**config.mk**
```make
export PLATFORM = sky130hd
export DESIGN_NAME = sc_integrator
export DESIGN_NICKNAME = d
export VERILOG_FILES = /design/src/rtl/sc_integ_pkg.sv /design/src/rtl/sc_rst_sync.sv /design/src/rtl/sc_step_decode.sv /design/src/rtl/sc_sat_counter.sv /design/src/rtl/sc_out_compare.sv /design/src/rtl/sc_integrator.sv
export SDC_FILE = /design/constraint.sdc
export NUM_CORES = 1
export LEC_CHECK = 0
export BUFFER_PORTS_ARGS = -buffer_cell sky130_fd_sc_hd__buf_2
export CORE_ASPECT_RATIO = 1.25
export CORE_MARGIN = 10
export CORE_UTILIZATION = 35
export CTS_CLUSTER_SIZE = 25
export DETAILED_ROUTE_END_ITERATION = 6
export GPL_ROUTABILITY_DRIVEN = 0
export MAX_ROUTING_LAYER = met4
export PLACE_DENSITY = 0.67
export SLEW_MARGIN = 10
export SYNTH_ARGS = -nofsm -noshare
export SYNTH_HDL_FRONTEND = slang
export SYNTH_SLANG_ARGS = --single-unit
```
**constraint.sdc**
```tcl
create_clock -name clk -period 2.25 [get_ports clk]
set_input_delay 0.45 -clock clk [delete_from_list [all_inputs] [get_ports clk]]
set_output_delay 0.45 -clock clk [all_outputs]
set_load 0.01 [all_outputs]
```
**src/rtl/sc_integ_pkg.sv**
```systemverilog
package sc_integ_pkg;
  typedef enum logic [1:0] {
    STEP_HOLD = 2'd0,
    STEP_UP   = 2'd1,
    STEP_DOWN = 2'd2
  } step_e;
endpackage

```
**src/rtl/sc_rst_sync.sv**
```systemverilog
module sc_rst_sync (
  input  logic clk,
  input  logic rst_n,
  output logic rst_q_n
);
  logic stage1_q;
  logic stage2_q;

  always_ff @(posedge clk or negedge rst_n) begin
    if (!rst_n) begin
      stage1_q <= 1'b0;
      stage2_q <= 1'b0;
    end else begin
      stage1_q <= 1'b1;
      stage2_q <= stage1_q;
    end
  end

  assign rst_q_n = stage2_q;
endmodule

```
**src/rtl/sc_step_decode.sv**
```systemverilog
module sc_step_decode
  import sc_integ_pkg::*;
(
  input  logic  up_bit,
  input  logic  dn_bit,
  output step_e step
);
  always_comb begin
    unique case ({up_bit, dn_bit})
      2'b10:   step = STEP_UP;
      2'b01:   step = STEP_DOWN;
      default: step = STEP_HOLD;
    endcase
  end
endmodule

```
**src/rtl/sc_sat_counter.sv**
```systemverilog
module sc_sat_counter
  import sc_integ_pkg::*;
#(
  parameter int N = 8
) (
  input  logic         clk,
  input  logic         rst_n,
  input  logic         load_en,
  input  logic [N-1:0] load_val,
  input  step_e        step,
  output logic [N-1:0] count
);
  localparam logic [N-1:0] TOP_VAL = {N{1'b1}};
  localparam logic [N-1:0] BOT_VAL = {N{1'b0}};

  logic [N-1:0] count_q;
  logic [N-1:0] count_d;
  logic         count_en;

  always_comb begin
    count_d  = count_q;
    count_en = 1'b0;
    if (load_en) begin
      count_d  = load_val;
      count_en = 1'b1;
    end else begin
      unique case (step)
        STEP_UP: begin
          if (count_q != TOP_VAL) begin
            count_d  = count_q + 1'b1;
            count_en = 1'b1;
          end
        end
        STEP_DOWN: begin
          if (count_q != BOT_VAL) begin
            count_d  = count_q - 1'b1;
            count_en = 1'b1;
          end
        end
        default: begin
          count_d  = count_q;
          count_en = 1'b0;
        end
      endcase
    end
  end

  always_ff @(posedge clk or negedge rst_n) begin
    if (!rst_n) begin
      count_q <= BOT_VAL;
    end else if (count_en) begin
      count_q <= count_d;
    end
  end

  assign count = count_q;
endmodule

```
**src/rtl/sc_out_compare.sv**
```systemverilog
module sc_out_compare #(
  parameter int N = 8
) (
  input  logic [N-1:0] count,
  input  logic [N-1:0] rand_word,
  output logic         stream_bit
);
  always_comb begin
    stream_bit = (count > rand_word);
  end
endmodule

```
**src/rtl/sc_integrator.sv**
```systemverilog
module sc_integrator
  import sc_integ_pkg::*;
#(
  parameter int N      = 8,
  parameter bit OUT_EN = 1'b1
) (
  input  logic         clk,
  input  logic         rst_n,
  input  logic         load_en,
  input  logic [N-1:0] load_val,
  input  logic         up_bit,
  input  logic         dn_bit,
  input  logic [N-1:0] rand_word,
  output logic [N-1:0] count,
  output logic         stream_bit
);
  logic  rst_q_n;
  step_e step;

  sc_rst_sync u_rst_sync (
    .clk     (clk),
    .rst_n   (rst_n),
    .rst_q_n (rst_q_n)
  );

  sc_step_decode u_decode (
    .up_bit (up_bit),
    .dn_bit (dn_bit),
    .step   (step)
  );

  sc_sat_counter #(.N(N)) u_counter (
    .clk      (clk),
    .rst_n    (rst_q_n),
    .load_en  (load_en),
    .load_val (load_val),
    .step     (step),
    .count    (count)
  );

  generate
    if (OUT_EN) begin : g_out
      sc_out_compare #(.N(N)) u_cmp (
        .count      (count),
        .rand_word  (rand_word),
        .stream_bit (stream_bit)
      );
    end else begin : g_no_out
      assign stream_bit = 1'b0;
    end
  endgenerate
endmodule

```
==> flow_metrics.tcl, run 1 <==
set metrics [dict create \
    startpoint_type "register" \
    hpwl_um 2570 \
    synth_top_area_share_pct 22.1 \
    cellPowerDensity_nw_per_um2 551 \
    synthArstFlopShare_pct 100 \
    synth-edff-count 0 \
    slew_violations 0 \
    grt_pass1_wl_um 5330 \
    r2r_cells 8 \
    synth_fa_ha_area_share_pct 13.2 \
    synth_ff_type "dfrtp_1" \
    die_h_um 83.7 \
    finClkSkew_ps 1.51 \
    yosysMostFrequentCell "inv_1" \
    antenna_cells 0 \
    avgSynthCellArea_sq_um 7.99 \
    clock-sinks 10 \
    clkLatencyLatePin_ps 230 \
    critPathMaxStageDelay_ps 440 \
    cts_max_level 1 \
    synth-xor-area-share_pct 5.40 \
    crit_type "register to output port" \
    synth-compound-area-share_pct 21.5 \
    synth_top_family_by_area "simple AND/OR/NAND/NOR gates" \
    grt_start_max_net_pins 17 \
    overflow 0 \
    r2r-end "u_counter.count[6]" \
    critical_path_required_ps 1800 \
    core_sq_um 3170 \
    vias_per_cell 5.53 \
    synthCells 142 \
    endpoint "stream_bit" \
    yosysUniqueCellTypes 49 \
    cts-root-buf "clkbuf_8" \
    ys_top_cells_by_count "inv_1 (14), ha_1 (12), dfrtp_1 (10), nand2_1 (10), a21oi_1 (9)" \
    synth.largest_area_cell "dfrtp_1" \
    netlist_area_sq_um 1130 \
    drc 0 \
    drtIter0Drc 65 \
    synth_fp_nets 175 \
    yosys.area_share.simple_pct 25.6 \
    period_share_pct 95.3 \
    ys_warn_count 0 \
    worstSetupEndpointType "output port" \
    drt_wl_total_um 3280 \
    rsz0062_at_grt "no" \
    irDropWorstVdd_v 0.000511 \
    nFillCells 319 \
    initial_core_util_pct 35.8 \
    p_leak_uw 0.000684 \
    drive_gt1_share_pct 32.8 \
    postRouteAntennaNets 0 \
    io_buffer_count 29 \
    slowest_stage "dfrtp_2" \
    max_freq_ghz 0.466 \
    worstPathArrival_ps 1690 \
    crit_chain "ha_4, nor2b_1, o21a_1, o21ai_1, a21oi_1, o22a_1, buf_2" \
    dr.pass1.iters 4 \
    cts_inserted_buffers 3 \
    period_needed_ps 2140 \
    io_pins 30 \
    multi_input_area_sq_um 801 \
    vias 1184 \
    grt_pass1_vias 1182 \
    crit_start "u_counter.count[1]" \
    cp_max_fo 2 \
    min_path_type "register to asynchronous set/reset pin" \
    hold_viol 0 \
    r2r_start "u_counter.count[1]" \
    nets 211 \
    die-area_sq_um 5930 \
    max_cap_violations 0 \
    ys_seq_elements 10 \
    synth-seq-area-share_pct 22.1 \
    cts_buffer_depth 2 \
    power_uw 798 \
    dieWidth_um 70.9 \
    regArea_sq_um 254 \
    antenna_found_initial 0 \
    tritoncts "built" \
    fin_tns_setup_ps 0 \
    fp-row-count 23 \
    grt.total_usage_pct 11.0 \
    syn2layout_area_growth_pct 27.5 \
    status "finished clean" \
    ys_top_cells_by_area "dfrtp_1 (22%), ha_1 (13%), inv_1 (4.6%), a21oi_1 (4.0%), nand4_1 (3.9%)" \
    rrSetupSlack_ps 160 \
    synthMuxAreaShare_pct 1.87 \
    wire_per_inst_um 15.3 \
    setup_viol 0 \
    clk_pin_slew_ps 50 \
]
sequential cells by signal, indices dropped and copies added (netlist names):
signal	count
u_counter.count	8
u_rst_sync.rst_q_n	1
u_rst_sync.stage1_q	1
layer usage:
layer | up-vias | part of all wire (%) | track usage [%]
li1 | 577 | - | -
met2 | 38 | 52 | 18.8
met5 | - | 0 | -
met4 | 0 | 1.8 | 3.88
met3 | 6 | 5.6 | 3.45
met1 | 563 | 41 | 11.4
how the worst min path moves through the flow:
stage                  startpoint                 end  slack [ps]  depth (start not counted)
3_3_place_gp   u_rst_sync.rst_q_n  u_counter.count[7]         140                          0
4_1_cts        u_rst_sync.rst_q_n  u_counter.count[0]         150                          0
5_1_grt        u_rst_sync.rst_q_n  u_counter.count[4]         170                          0
3_5_place_dp   u_rst_sync.rst_q_n  u_counter.count[7]         140                          0
6_report       u_rst_sync.rst_q_n  u_counter.count[4]         140                          0
2_1_floorplan  u_rst_sync.rst_q_n  u_counter.count[0]          90                          0
worst max-delay path: cells and delay by family, from the launching register on:
| kind | cells | cell delay [ps] |
|---|---|---|
| DFF | 1 | 440 |
| AOI/OAI and AO/OA | 4 | 540 |
| adders and majority gates | 1 | 230 |
| buffers and inverters | 1 | 140 |
| and+or+nand+nor | 1 | 120 |
through the flow:
step / utilization [%] / instances / hold WS (ps) / setup WS (ps) / instance area (sq um)
2_1_floorplan: - / 142 / 94.6 / 28.3 / 1160
3_3_place_gp: 42.9 / 208 / 137 / 28.7 / 1360
3_5_place_dp: 42.9 / 208 / 145 / -0.755 / 1360
4_1_cts: 45.2 / 214 / 149 / 23.4 / 1430
5_1_grt: 45.7 / 214 / 166 / 5.83 / 1450
6_report: 45.7 / 214 / 137 / 106 / 1450
cell usage in the layout (no fill, tap or decap), types with 5 or more instances in the layout:
cell      instances
dfrtp_1           7
o21ai_0           6
buf_2            29
nor3_1            5
ha_1              9
inv_1            13
nand2_1          10
buf_4            11
nand4_1           7
nand2b_1          5
nor2_1            5
a21oi_1           9
cell type report:
cell class	count	area share [%]
flip-flops and latches	10	17.6
repair buffers	41	16.4
inverters	14	3.63
clock buffers	4	3.81
well taps	37	3.20
multi-input cells	108	55.4
cells by family (layout without fill, tap and decap cells):
logic type,count (synthesis),after routing
AND/OR/NAND/NOR,50,50
flip-flops,10,10
AO/OA/AOI/OAI,36,36
other,1,1
adder cells (fa/ha/maj),12,12
XOR/XNOR,7,7
multiplexers,2,2
buffers and inverters,24,59
power breakdown:
group	internal [uW]	switching, uW	total (uW)	leakage (uW)
Sequential	203	48.3	251	0.000116
Combinational	161	163	324	0.000539
Clock	154	69.1	223	0.0000288
what timing repair did:
item	4_1_cts	5_1_grt
hold buffers	1	0
setup buffers	1	0
cloned	0	0
gates resized for setup	2	3
endpoints found under the setup margin	1	1
endpoints found under the hold margin	2	0
Note: power is estimated with default switching activity, not from simulation.
==> inputs of run 2 (changes only) <==
- CORE_ASPECT_RATIO: 1.25 -> 0.7
- CORE_UTILIZATION: 35 -> 50
- PLACE_DENSITY: 0.67 -> 0.86
==> flow_metrics.tcl, run 2 (same netlist as run 1, synthesis figures left out) <==
set metrics [dict create \
    drtIter0Drc 73 \
    final_cell_mix "buf_2 (29), inv_1 (13), buf_4 (13), nand2_1 (10)" \
    hpwl_um 2520 \
    io_buffer_count 29 \
    fin_tns_setup_ps 0 \
    grt_pass1_wl_um 5150 \
    die-area_sq_um 4610 \
    dr.pass1.iters 4 \
    setup_viol 0 \
    cts_inserted_buffers 3 \
    drc 0 \
    antenna_found_initial 0 \
    max_freq_ghz 0.464 \
    irDropWorstVdd_v 0.000453 \
    vias_per_cell 5.78 \
    tritoncts "built" \
    cts-root-buf "clkbuf_4" \
    power.switching_uw 269 \
    crit_type "register to register" \
    core_sq_um 2150 \
    nets 213 \
    startpoint_type "register" \
    antenna_cells 0 \
    largest_reg_flops 8 \
    dieWidth_um 76.9 \
    endpoint "u_counter.count[6]" \
    grt_pass1_vias 1199 \
    power_uw 697 \
    crit_start "u_counter.count[1]" \
    p_leak_uw 0.000678 \
    initial_core_util_pct 52.7 \
    cp_max_fo 3 \
    r2r_cells 8 \
    cellPowerDensity_nw_per_um2 490 \
    power.share.switching_pct 38.6 \
    status "finished clean" \
    critical_path_required_ps 2400 \
    hold_ws_ps 126 \
    period_needed_ps 2160 \
    vias 1213 \
    pwr-share-seq_pct 35.0 \
    hold_viol 0 \
    slew_violations 0 \
    max_cap_violations 0 \
    clkLatencyLatePin_ps 260 \
    period_share_pct 95.8 \
    drt_wl_total_um 3290 \
    power_frac_comb_pct 48.3 \
    overflow 0 \
    postRouteAntennaNets 0 \
    clock-sinks 10 \
    pwr-share-clk_pct 16.7 \
    worstPathArrival_ps 2300 \
    wire_per_inst_um 15.6 \
    cts_max_level 1 \
    grt_start_max_net_pins 17 \
    rrSetupSlack_ps 90 \
    r2r-end "u_counter.count[6]" \
    cts_buffer_depth 2 \
    layout_commonest_cell "buf_2" \
    die_h_um 59.9 \
    power.internal_uw 428 \
    clk_pin_slew_ps 60 \
    r2r_start "u_counter.count[1]" \
    min_path_type "register to asynchronous set/reset pin" \
    worstSetupEndpointType "register" \
    io_pins 30 \
    grt.total_usage_pct 14.1 \
    drive_gt1_share_pct 33.7 \
    rsz0062_at_grt "no" \
    finClkSkew_ps 4.40 \
    fp-row-count 14 \
    syn2layout_area_growth_pct 25.5 \
]
[run 2: routing by layer]
layer / vias to the layer above / global-route usage (%) / share of wire, %
met5: - / - / 0
met4: 0 / 2.90 / 1.6
met3: 8 / 3.74 / 6.0
met2: 49 / 25.7 / 50
met1: 573 / 15.4 / 43
li1: 583 / - / -
[run 2: power groups by stage]
| stage | clock, uW | sequential [uW] | combinational [uW] |
|---|---|---|---|
| detailed placement | 0 | 250 | 309 |
| floorplan | 0 | 234 | 219 |
| global route | 133 | 249 | 373 |
| finish | 116 | 244 | 337 |
| global placement | 0 | 245 | 295 |
| CTS | 122 | 245 | 320 |
[run 2: critical path: stages, from the launching register on]
cell and delay (ps):
dfrtp_2 430, buf_4 170, xor2_1 150, ha_2 190
or3b_4 380, a21oi_1 190, o21bai_1 120, and4_4 190
o31a_1 230
[run 2: repair_timing]
item	CTS	global route
hold endpoints to repair	2	0
resized for setup	3	3
hold buffers	1	0
setup endpoints to repair	1	1
setup buffers	1	2
[run 2: worst min path at each step]
stage / start / endpoint / slack [ps] / cells past startpoint
finish: u_rst_sync.rst_q_n / u_counter.count[4] / 130 / 0
global route: u_rst_sync.rst_q_n / u_counter.count[4] / 160 / 0
floorplan: u_rst_sync.rst_q_n / u_counter.count[0] / 90 / 0
detailed placement: u_rst_sync.rst_q_n / u_counter.count[0] / 130 / 0
CTS: u_rst_sync.rst_q_n / u_counter.count[4] / 130 / 0
global placement: u_rst_sync.rst_q_n / u_counter.count[1] / 130 / 0
[run 2: layout make-up]
type,count,area (sq um)
multi-input cells,108,801
fillers,182,731
flip-flops and latches,10,255
repair buffers,43,253
inverters,14,52.6
well taps,32,40.0
clock buffers,3,22.5
[run 2: through the flow]
step / area [sq um] / instances / util, % / worst slack [ps]
2_1_floorplan: 1160 / 142 / - / 28.3
3_3_place_gp: 1350 / 203 / 62.7 / 38.9
3_5_place_dp: 1350 / 203 / 62.7 / -20.2
4_1_cts: 1390 / 208 / 64.7 / 27.9
5_1_grt: 1420 / 210 / 66.1 / 1.42
6_report: 1420 / 210 / 66.1 / 94.7
